$ cat config.mk
export PLATFORM = sky130hd
export DESIGN_NAME = rfsh_timer
export DESIGN_NICKNAME = d
export VERILOG_FILES = /design/src/rtl/rfsh_pkg.sv /design/src/rtl/rfsh_dpath.sv /design/src/rtl/rfsh_ctrl.sv /design/src/rtl/rfsh_timer.sv
export SDC_FILE = /design/constraint.sdc
export NUM_CORES = 1
export LEC_CHECK = 0
export BUFFER_PORTS_ARGS = -buffer_cell sky130_fd_sc_hd__buf_2
export CAP_MARGIN = 5
export CORE_UTILIZATION = 55
export CTS_CLUSTER_SIZE = 16
export DETAILED_ROUTE_END_ITERATION = 12
export PLACE_DENSITY = 0.75
export SETUP_SLACK_MARGIN = 0.3
export SYNTH_ARGS = -nofsm -noshare
export SYNTH_HDL_FRONTEND = slang
export SYNTH_SLANG_ARGS = --single-unit
export TNS_END_PERCENT = 5
$ cat constraint.sdc
create_clock -name clk -period 3.7 [get_ports clk]
set_input_delay 0.185 -clock clk [delete_from_list [all_inputs] [get_ports clk]]
set_output_delay 0.185 -clock clk [all_outputs]
set_load 0.03 [all_outputs]
$ cat src/rtl/rfsh_pkg.sv
package rfsh_pkg;

  localparam logic [2:0] CODE_LONG  = 3'd1;
  localparam logic [2:0] CODE_SHORT = 3'd2;
  localparam logic [2:0] CODE_FAST  = 3'd7;

  // strobes from control to the interval counter
  typedef struct packed {
    logic load;  // reload interval for the current code
    logic dec;   // count one clock down
  } rfshStrb_t;

  function automatic logic codeRuns(input logic [2:0] code);
    return (code == CODE_LONG) || (code == CODE_SHORT) || (code == CODE_FAST);
  endfunction

endpackage

$ cat src/rtl/rfsh_dpath.sv
module rfsh_dpath
  import rfsh_pkg::*;
#(
  parameter int LONG_CYC  = 2075,
  parameter int SHORT_CYC = 1037,
  parameter int FAST_CYC  = 128
) (
  input  logic       clk,
  input  logic       rstN,
  input  logic [2:0] refMode,
  input  rfshStrb_t  strb,
  output logic       cntZero
);

  localparam int MAX_AB  = (LONG_CYC > SHORT_CYC) ? LONG_CYC : SHORT_CYC;
  localparam int MAX_CYC = (MAX_AB > FAST_CYC) ? MAX_AB : FAST_CYC;
  localparam int CNT_W   = $clog2(MAX_CYC);

  logic [CNT_W-1:0] reloadVal;
  logic [CNT_W-1:0] cnt;

  // interval minus one, so a zero count marks the last clock of the interval
  always_comb begin
    case (refMode)
      CODE_LONG:  reloadVal = CNT_W'(LONG_CYC - 1);
      CODE_SHORT: reloadVal = CNT_W'(SHORT_CYC - 1);
      CODE_FAST:  reloadVal = CNT_W'(FAST_CYC - 1);
      default:    reloadVal = '0;
    endcase
  end

  always_ff @(posedge clk) begin
    if (!rstN) begin
      cnt <= '0;
    end else if (strb.load) begin
      cnt <= reloadVal;
    end else if (strb.dec) begin
      cnt <= cnt - CNT_W'(1);
    end
  end

  assign cntZero = (cnt == '0);

endmodule

$ cat src/rtl/rfsh_ctrl.sv
module rfsh_ctrl
  import rfsh_pkg::*;
#(
  parameter int PEND_MAX = 8,
  parameter int PEND_W   = $clog2(PEND_MAX + 1)
) (
  input  logic              clk,
  input  logic              rstN,
  input  logic              initDone,
  input  logic [2:0]        refMode,
  input  logic              refAck,
  input  logic              cntZero,
  output rfshStrb_t         strb,
  output logic              refTick,
  output logic [PEND_W-1:0] pendCount
);

  logic [2:0]        modePrev;
  logic              armed;
  logic              active;
  logic              running;
  logic              expire;
  logic [PEND_W-1:0] pendNext;

  assign active  = initDone && codeRuns(refMode);
  // counting only continues when the same code was active on the prior edge
  assign running = active && armed && (refMode == modePrev);
  assign expire  = running && cntZero;

  always_comb begin
    strb.load = !running || cntZero;
    strb.dec  = running && !cntZero;
  end

  always_comb begin
    pendNext = pendCount;
    if (expire && refAck && (pendCount != '0)) begin
      pendNext = pendCount;
    end else if (expire) begin
      if (pendCount != PEND_W'(PEND_MAX)) pendNext = pendCount + PEND_W'(1);
    end else if (refAck && (pendCount != '0)) begin
      pendNext = pendCount - PEND_W'(1);
    end
  end

  always_ff @(posedge clk) begin
    if (!rstN) begin
      modePrev  <= '0;
      armed     <= 1'b0;
      refTick   <= 1'b0;
      pendCount <= '0;
    end else begin
      modePrev  <= refMode;
      armed     <= active;
      refTick   <= expire;
      pendCount <= pendNext;
    end
  end

endmodule

$ cat src/rtl/rfsh_timer.sv
module rfsh_timer
  import rfsh_pkg::*;
#(
  parameter int LONG_CYC  = 2075,
  parameter int SHORT_CYC = 1037,
  parameter int FAST_CYC  = 128,
  parameter int PEND_MAX  = 8,
  localparam int PEND_W   = $clog2(PEND_MAX + 1)
) (
  input  logic              clk,
  input  logic              rstN,
  input  logic              initDone,
  input  logic [2:0]        refMode,
  input  logic              refAck,
  output logic              refTick,
  output logic              refReq,
  output logic [PEND_W-1:0] pendCount
);

  rfshStrb_t strb;
  logic      cntZero;

  rfsh_ctrl #(
    .PEND_MAX (PEND_MAX),
    .PEND_W   (PEND_W)
  ) u_ctrl (
    .clk       (clk),
    .rstN      (rstN),
    .initDone  (initDone),
    .refMode   (refMode),
    .refAck    (refAck),
    .cntZero   (cntZero),
    .strb      (strb),
    .refTick   (refTick),
    .pendCount (pendCount)
  );

  rfsh_dpath #(
    .LONG_CYC  (LONG_CYC),
    .SHORT_CYC (SHORT_CYC),
    .FAST_CYC  (FAST_CYC)
  ) u_dpath (
    .clk     (clk),
    .rstN    (rstN),
    .refMode (refMode),
    .strb    (strb),
    .cntZero (cntZero)
  );

  assign refReq = (pendCount != '0);

endmodule

==> results of run 1 <==
[layout make-up]
type                       count  share of cell area
clock inverter                 1             0.00376
multi-input combinational    106               0.577
clock buffer                   3              0.0169
tap                           27              0.0254
sequential                    21               0.315
inverter                       4              0.0113
timing repair buffer          13              0.0507
[worst register-to-register path: cells and delay by family, from the launching register on]
| kind | cells | cell delay (ns) |
|---|---|---|
| AOI/OAI and AO/OA | 4 | 1.05 |
| DFF | 1 | 0.36 |
| and+or+nand+nor | 3 | 0.97 |
| adders and majority gates | 1 | 0.31 |
| muxes | 1 | 0.11 |
| buffers and inverters | 1 | 0.18 |
[state kept, by name, indices dropped and copies added, names as in the netlist]
| name | flops |
|---|---|
| u_ctrl.pendCount | 4 |
| u_ctrl.modePrev | 3 |
| u_ctrl.armed | 1 |
| u_ctrl.refTick | 1 |
| u_dpath.cnt | 12 |
[cell families (layout without fill, tap and decap cells)]
group,after synthesis,in the layout
multiplexers,7,7
buffers and inverters,8,21
AO/OA/AOI/OAI,25,25
XOR/XNOR,13,13
AND/OR/NAND/NOR,56,56
flip-flops,21,21
adder cells (fa/ha/maj),5,5
[routing by layer]
metal / global-route usage / share of wire
met1: 0.289 / 0.49
met2: 0.345 / 0.47
met3: 0.0280 / 0.032
met4: 0.0931 / 0.0096
met5: 0 / 0
[worst paths after layout]
kind,from,to,slack [ns],depth (start not counted)
worst max register to register,u_dpath.cnt[2],u_ctrl.pendCount[3],0.66,10
worst min-delay path,initDone,u_ctrl.armed,0.12,2
worst min register to register,u_ctrl.pendCount[2],u_ctrl.pendCount[2],0.51,2
worst max-delay path,u_dpath.cnt[2],u_ctrl.pendCount[3],0.66,10
[through the flow]
stage          instance area (sq um)   util  hold slack (ns)  std cells  total power [mW]
5_1_grt                         1330  0.659            0.125        175             0.714
2_1_floorplan                   1230      -            0.307        135             0.497
3_3_place_gp                    1310  0.645            0.428        171             0.552
4_1_cts                         1330  0.659            0.112        175             0.674
6_report                        1330  0.659            0.118        175             0.669
3_5_place_dp                    1310  0.645            0.432        171             0.562
[Yosys cell counts, types with 2 or more instances]
master	number	area share
o21a_1	3	0.018
o311a_1	4	0.033
o21ai_0	5	0.020
or3_1	2	0.010
and2_2	2	0.012
nor4_1	7	0.036
mux2i_1	6	0.049
nor4b_1	3	0.021
a21oi_1	4	0.016
nand2b_1	3	0.015
dfxtp_1	21	0.34
nand3_1	2	0.0081
a21o_1	2	0.012
and2_1	3	0.015
xnor2_1	7	0.050
nor3_1	6	0.024
a31oi_1	2	0.010
inv_1	4	0.012
nor2_1	6	0.018
ha_1	4	0.041
nand2_1	15	0.046
xor2_1	6	0.043
buf_6	2	0.018
[power breakdown]
part / leakage (nW) / internal, mW / switching [mW] / total [mW]
logic: 0.371 / 0.114 / 0.169 / 0.283
clock network: 0.0177 / 0.0403 / 0.0701 / 0.110
registers: 0.172 / 0.248 / 0.0283 / 0.276
==> metrics.txt, run 1 <==
run status finished, final reports clean; CP required 3.93 ns; unrepaired setup endpoints after global routing false; placer congestion estimate 0.791; Slowest-stage cell, CP a2111oi_4; Final Max Slew Viols 0; # DRC 0; Post-synth EDFFs 0; Yosys reg bits 21; Chip Width 49.3 um; Detailed Route Iter0 Violations 24; Post-Synth Adder-Cell Area 0.0570; sequential cell area 420 sq um; FP Rows 16; Synth cell types 39; Post-Syn Instances 135; most common cell after layout, fill and taps aside dfxtp_1; Post-CTS Setup Inserts 0; crit-path leading delay family compound AO/OA/AOI/OAI gates; ANT cells 0; Clock Skews 0.00358 ns; final period utilization 0.823; clk slew on worst S/H paths 0.12 ns; Clock Sinks 21; ys flop type dfxtp_1; WL/cell 13.7 um; GRT overflow 0; startpoint types register; Die Y 49.3 um; area delta synth->final 8.45%; I/O Buffers 12; vias post-DR 1029; setup tns final 0 ns; post-DP HPWL 1.79 mm; maximum root-to-sink buffer count 2; minimum clock period 3.04 ns; Pwr Density 502 nW/um^2; post-cts hold buffer count 0; Synth Area in Simple Gates 0.255; sequential fraction of the synthesis area 0.342; fraction of registers with async set/reset 0; mux cell area share after synthesis 0.0580; DRT Pass-1 Iters 4; slowest stage delay, CP 0.53 ns; VDD IR max 0.451 mV; final hold vios 0; Max Cap Viol 0; critical path arrival 3.28 ns; Slew headroom 0.628; share of layout cells above drive strength 1 0.176; Vias/cell 5.88; Max Freq 329 MHz; Yosys warnings 0; post-synth net total 147; largest fanout on the critical path 5; Layout Nets 161; Core ar. 2020 sq um; FILL cells 168; CTS root buf clkbuf_4; initial antenna violation count 0; largest net degree at the start of global routing 20; H-tree depth 1; Worst setup EP type register; actual slew at the worst max-slew pin 0.557 ns; first-pass GRT wire length 4.03 mm; vias in the first global route 942; Critical Path Most Common Cell a21o_1; CTS tree built; Initial Utilization 0.608; most frequent cells in the layout 21 x dfxtp_1, 15 x nand2_1, 12 x buf_2, 7 x nor4_1, 7 x xnor2_1; Final Worst Setup Slack 0.657 ns; hold crit path type input pin to register; worst-skew pair later-pin latency 0.30 ns; worst path cell trace nor4_1 -> nand2_1 -> a2111oi_4 -> inv_1 -> ha_1 -> a21o_1 -> a21o_1 -> nor4b_1 -> mux2i_1 -> a31oi_1; Mapped Area 1230 sq um; post_cts resized 0; setup violators final 0; XOR/XNOR Fraction of Synth Area 0.0927; largest family of logic cells by synthesized area simple AND/OR/NAND/NOR gates; Routed Antenna Nets 0; final WL 2.40 mm; post-synthesis compound-gate area fraction 0.158; Pleak 0.560 nW; total die area 2430 sq um; WS Path Type register to register; Num CTS Buffers 3; Buf/Inv on CP 1; pre-CTS setup slack 0.597 ns; total track usage 0.216; io pins 13; Synth Area per Inst 9.10 sq um; Multi-input gate area 768 sq um
(Power assumes the default switching activity.)
==> run 2, diff against run 1 <==
--- a/config.mk
+++ b/config.mk
@@ -7,10 +7,10 @@
 export LEC_CHECK = 0
 export BUFFER_PORTS_ARGS = -buffer_cell sky130_fd_sc_hd__buf_2
 export CAP_MARGIN = 5
-export CORE_UTILIZATION = 55
+export CORE_UTILIZATION = 51
 export CTS_CLUSTER_SIZE = 16
 export DETAILED_ROUTE_END_ITERATION = 12
-export PLACE_DENSITY = 0.75
+export PLACE_DENSITY = 0.73
 export SETUP_SLACK_MARGIN = 0.3
 export SYNTH_ARGS = -nofsm -noshare
 export SYNTH_HDL_FRONTEND = slang
==> constraint.sdc (replaced) <==
create_clock -name clk -period 2.75 [get_ports clk]
set_input_delay 0.1375 -clock clk [delete_from_list [all_inputs] [get_ports clk]]
set_output_delay 0.1375 -clock clk [all_outputs]
set_load 0.03 [all_outputs]
==> run 2 against run 1 <==
Compared with the run above:
- count of clock-buffer cells in the layout increased by 1
- register-to-register slack worse by 0.26 ns
- non-clock buffer count rose by 6
- combinational power grew 44%
- clock power up 35%
- via count shrank 0.87%
- maximum frequency up 29%
- critical endpoint unchanged
==> metrics.txt, run 2 (synthesis gave the netlist of run 1 again) <==
VDD IR max 0.502 mV; most common cell after layout, fill and taps aside dfxtp_1; most frequent cells in the layout 16 x dfxtp_1, 14 x nand2_1, 12 x buf_2, 7 x xnor2_1, 7 x buf_4; Final Max Slew Viols 0; hold crit path type input pin to register; Chip Width 51.1 um; WS Path Type register to register; post-DP HPWL 1.99 mm; placer congestion estimate 0.836; Pwr Density 650 nW/um^2; Vias/cell 5.60; worst hold stages 2; Worst setup EP type register; startpoint types register; FP Rows 17; max reg flops 12; largest net degree at the start of global routing 20; GRT overflow 0; Final Worst Setup Slack 0.393 ns; biggest regs u_dpath.cnt (12), u_ctrl.pendCount (4), u_ctrl.modePrev (3); CTS root buf clkbuf_4; Inst Count DP 176; Clock Skews 0.00672 ns; minimum clock period 2.36 ns; DRT Pass-1 Iters 4; Num CTS Buffers 3; CTS tree built; I/O Buffers 12; Clock Sinks 21; worst-skew pair later-pin latency 0.30 ns; Core ar. 2230 sq um; total track usage 0.226; Max Cap Viol 0; post-cts hold buffer count 0; first-pass GRT wire length 4.37 mm; worst-case reg-to-reg path depth 10; H-tree depth 1; critical path arrival 2.56 ns; vias post-DR 1020; initial antenna violation count 0; final WL 2.71 mm; Max Freq 424 MHz; Pleak 0.602 nW; Finished Layout Cells 182; setup tns final 0 ns; WL/cell 14.9 um; CP required 2.95 ns; overall power 0.936 mW; share of layout cells above drive strength 1 0.273; Routed Antenna Nets 0; ANT cells 0; maximum root-to-sink buffer count 2; # DRC 0; Initial Utilization 0.550; Detailed Route Iter0 Violations 15; Layout Nets 167; FILL cells 215; Most flops, register u_dpath.cnt; total die area 2610 sq um; unrepaired setup endpoints after global routing true; run status finished, final reports clean; final hold slack 0.0758 ns; io pins 13; vias in the first global route 985; setup violators final 0; Slew headroom 0.672; final hold vios 0; clk slew on worst S/H paths 0.12 ns; pre-CTS setup slack 0.0328 ns; largest fanout on the critical path 4; actual slew at the worst max-slew pin 0.488 ns; Die Y 51.1 um; area delta synth->final 17.1%; final period utilization 0.857
run 2: critical path, stage by stage, from the launching register on:
cell and delay (ns):
dfxtp_2 0.36, and3_4 0.17, o211ai_1 0.18, a2111oi_4 0.44, inv_2 0.11, ha_4 0.24, a21o_1 0.14, a21o_1 0.20
mux2i_1 0.14, a31oi_1 0.17, a31oi_1 0.10
run 2: report_power, final:
part / internal, mW / leakage [nW] / switching [mW]
Combinational: 0.170 / 0.413 / 0.238
Sequential: 0.334 / 0.174 / 0.0446
Clock: 0.0566 / 0.0150 / 0.0922
Total: 0.561 / 0.602 / 0.375
run 2: repair_timing:
item / in CTS / in global routing
endpoints found under the hold margin: 0 / 0
pin swaps: 3 / 6
endpoints found under the setup margin: 2 / 1
buffers inserted: 1 / 1
resized for setup: 7 / 4
run 2: cell type report:
cell class                 count  area (sq um)  area share
clock buffer                   4          26.3      0.0183
inverter                       4          15.0      0.0104
multi-input combinational    106           823       0.572
sequential                    21           427       0.297
tap                           28          35.0      0.0243
timing repair buffer          19           113      0.0783
run 2: path summary, 6_finish.rpt:
check,from,end,slack (ns)
hold reg to reg,u_ctrl.pendCount[2],u_ctrl.pendCount[2],0.54
setup / recovery,u_ctrl.modePrev[2],u_ctrl.pendCount[3],0.39
setup reg to reg,u_ctrl.modePrev[2],u_ctrl.pendCount[3],0.39
hold / removal,initDone,u_ctrl.armed,0.08
run 2: routing by layer:
metal	part of all wire	GRT usage	vias to the layer above
met5	0	0	-
met4	0.010	0.102	0
met3	0.025	0.0387	4
met2	0.48	0.373	17
met1	0.48	0.286	471
li1	-	-	528
run 2: per-stage QoR:
step | cell area (sq um) | utilization
CTS | 1410 | 0.632
global placement | 1350 | 0.604
global route | 1440 | 0.644
floorplan | 1240 | -
detailed placement | 1350 | 0.604
finish | 1440 | 0.644
==> run 3, diff against run 2 <==
--- a/config.mk
+++ b/config.mk
@@ -5,11 +5,11 @@
 export SDC_FILE = /design/constraint.sdc
 export NUM_CORES = 1
 export LEC_CHECK = 0
-export BUFFER_PORTS_ARGS = -buffer_cell sky130_fd_sc_hd__buf_2
-export CAP_MARGIN = 5
-export CORE_UTILIZATION = 51
+export CORE_UTILIZATION = 55
 export CTS_CLUSTER_SIZE = 16
 export DETAILED_ROUTE_END_ITERATION = 12
+export DONT_BUFFER_PORTS = 1
+export MAX_ROUTING_LAYER = met4
 export PLACE_DENSITY = 0.73
 export SETUP_SLACK_MARGIN = 0.3
 export SYNTH_ARGS = -nofsm -noshare
==> run 3 against run 2 <==
Compared with the run above:
- flip-flop and latch count did not move
- sequential power rose by 11%
- global-route usage rose by 1.8 points
- clock skew fell by 0.0050 ns
- clock power rose by 3%
- wire length fell by 4.5%
- count of clock-buffer cells in the layout did not move
- final area fell by 2.4%
- die area fell by 7.0%
- register-to-register slack got worse by 0.05 ns
==> metrics.txt, run 3 (synthesis gave the netlist of run 1 again) <==
r2r setup slk 0.34 ns; Die Y 49.3 um; FILL cells 159; Finished Layout Cells 173; critical path arrival 2.61 ns; Vias/cell 6.08; clock power share 0.172; unrepaired setup endpoints after global routing true; FP Rows 16; WS Path Type register to register; Initial Utilization 0.608; ANT cells 0; setup violators final 0; sequential cell area 422 sq um; Routed Antenna Nets 0; Multi-input gate area 812 sq um; Chip Width 49.3 um; # DRC 0; Most flops, register u_dpath.cnt; Layout Nets 159; Sw Ratio 0.403; CP required 2.95 ns; vias post-DR 1051; vias in the first global route 1001; total track usage 0.244; Max Freq 415 MHz; CTS tree built; hold crit path type input pin to register; VDD IR max 0.576 mV; Final Cell Area 1400 sq um; most frequent cells in the layout 20 x dfxtp_1, 14 x nand2_1, 7 x xnor2_1; biggest regs u_dpath.cnt (12), u_ctrl.pendCount (4), u_ctrl.modePrev (3); total die area 2430 sq um; initial antenna violation count 0; most common cell after layout, fill and taps aside dfxtp_1; placer congestion estimate 0.808; Detailed Route Iter0 Violations 21; first-pass GRT wire length 4.51 mm; Pleak 0.566 nW; met2 Use GR 0.386; Final Max Slew Viols 0; Core ar. 2020 sq um; share of layout cells above drive strength 1 0.171; clk slew on worst S/H paths 0.12 ns; global route hottest layer met2; Reg power frac 0.468; worst-case reg-to-reg path depth 9; Num CTS Buffers 3; DRT Pass-1 Iters 4; io pins 13; Slew headroom 0.594; DP Area 1260 sq um; H-tree depth 1; met3 global-route usage 0.0312; largest fanout on the critical path 4; largest net degree at the start of global routing 19; final WL 2.59 mm; Sw Pwr 0.360 mW; global routing usage on met1 0.318; area delta synth->final 14.3%; max reg flops 12; final hold vios 0; WL/cell 15.0 um; worst hold stages 2; I/O Buffers 0; Clock Sinks 21; run status finished, final reports clean; final period utilization 0.876; P_int 0.534 mW; Clock Skews 0.00174 ns; Worst setup EP type register; CTS root buf clkbuf_4; worst-skew pair later-pin latency 0.31 ns; Pwr Density 637 nW/um^2; actual slew at the worst max-slew pin 0.606 ns; Max Cap Viol 0; combinational share of power 0.360; GRT overflow 0; minimum clock period 2.41 ns; post-DP HPWL 1.74 mm; setup tns final 0 ns; maximum root-to-sink buffer count 2; startpoint types register; Inst Count DP 160
## run 3: what timing repair did
item,CTS,global route
setup buffers,2,2
hold buffers,5,0
pin swaps,5,3
gates resized for setup,5,1
setup endpoints to repair,1,1
endpoints found under the hold margin,15,0
## run 3: worst paths after layout
check / to / start
max: u_ctrl.pendCount[3] / u_ctrl.modePrev[0]
min: u_ctrl.refTick / rstN
max reg2reg: u_ctrl.pendCount[3] / u_ctrl.modePrev[0]
min reg2reg: u_dpath.cnt[8] / u_dpath.cnt[8]
## run 3: layout make-up
class,instances,share of cell area
inverters,4,0.0107
well taps,27,0.0241
repair buffers,11,0.0677
clock buffers,4,0.0187
flip-flops and latches,21,0.300
multi-input cells,106,0.578
## run 3: power by group through the flow
stage / Clock [mW] / Combinational, mW / Sequential, mW
floorplan: 0 / 0.263 / 0.414
global placement: 0 / 0.290 / 0.422
detailed placement: 0 / 0.300 / 0.424
CTS: 0.152 / 0.319 / 0.420
global route: 0.171 / 0.349 / 0.426
finish: 0.154 / 0.322 / 0.419
## run 3: critical path: stages (launching register included)
cell and delay, ns:
dfxtp_1 0.33, or3_4 0.41, a2111oi_4 0.39, inv_2 0.09
ha_1 0.28, a21o_1 0.18, a21o_1 0.20, nor3b_2 0.17
mux2i_1 0.15, a31oi_1 0.10
## run 3: layer usage
layer	wire length, um	vias to the layer above
li1	-	519
met1	1190	505
met2	1270	22
met3	87	5
met4	40	0
met5	0	-
## run 3: stage by stage
stage / setup slack, ns / hold slack (ns) / util / total power [mW]
global route: 0.190 / 0.0804 / 0.694 / 0.947
global placement: 0.242 / 0.260 / 0.626 / 0.712
detailed placement: 0.0997 / 0.262 / 0.626 / 0.725
CTS: 0.305 / 0.0695 / 0.683 / 0.891
floorplan: 0.200 / 0.259 / - / 0.677
finish: 0.340 / 0.0699 / 0.694 / 0.894
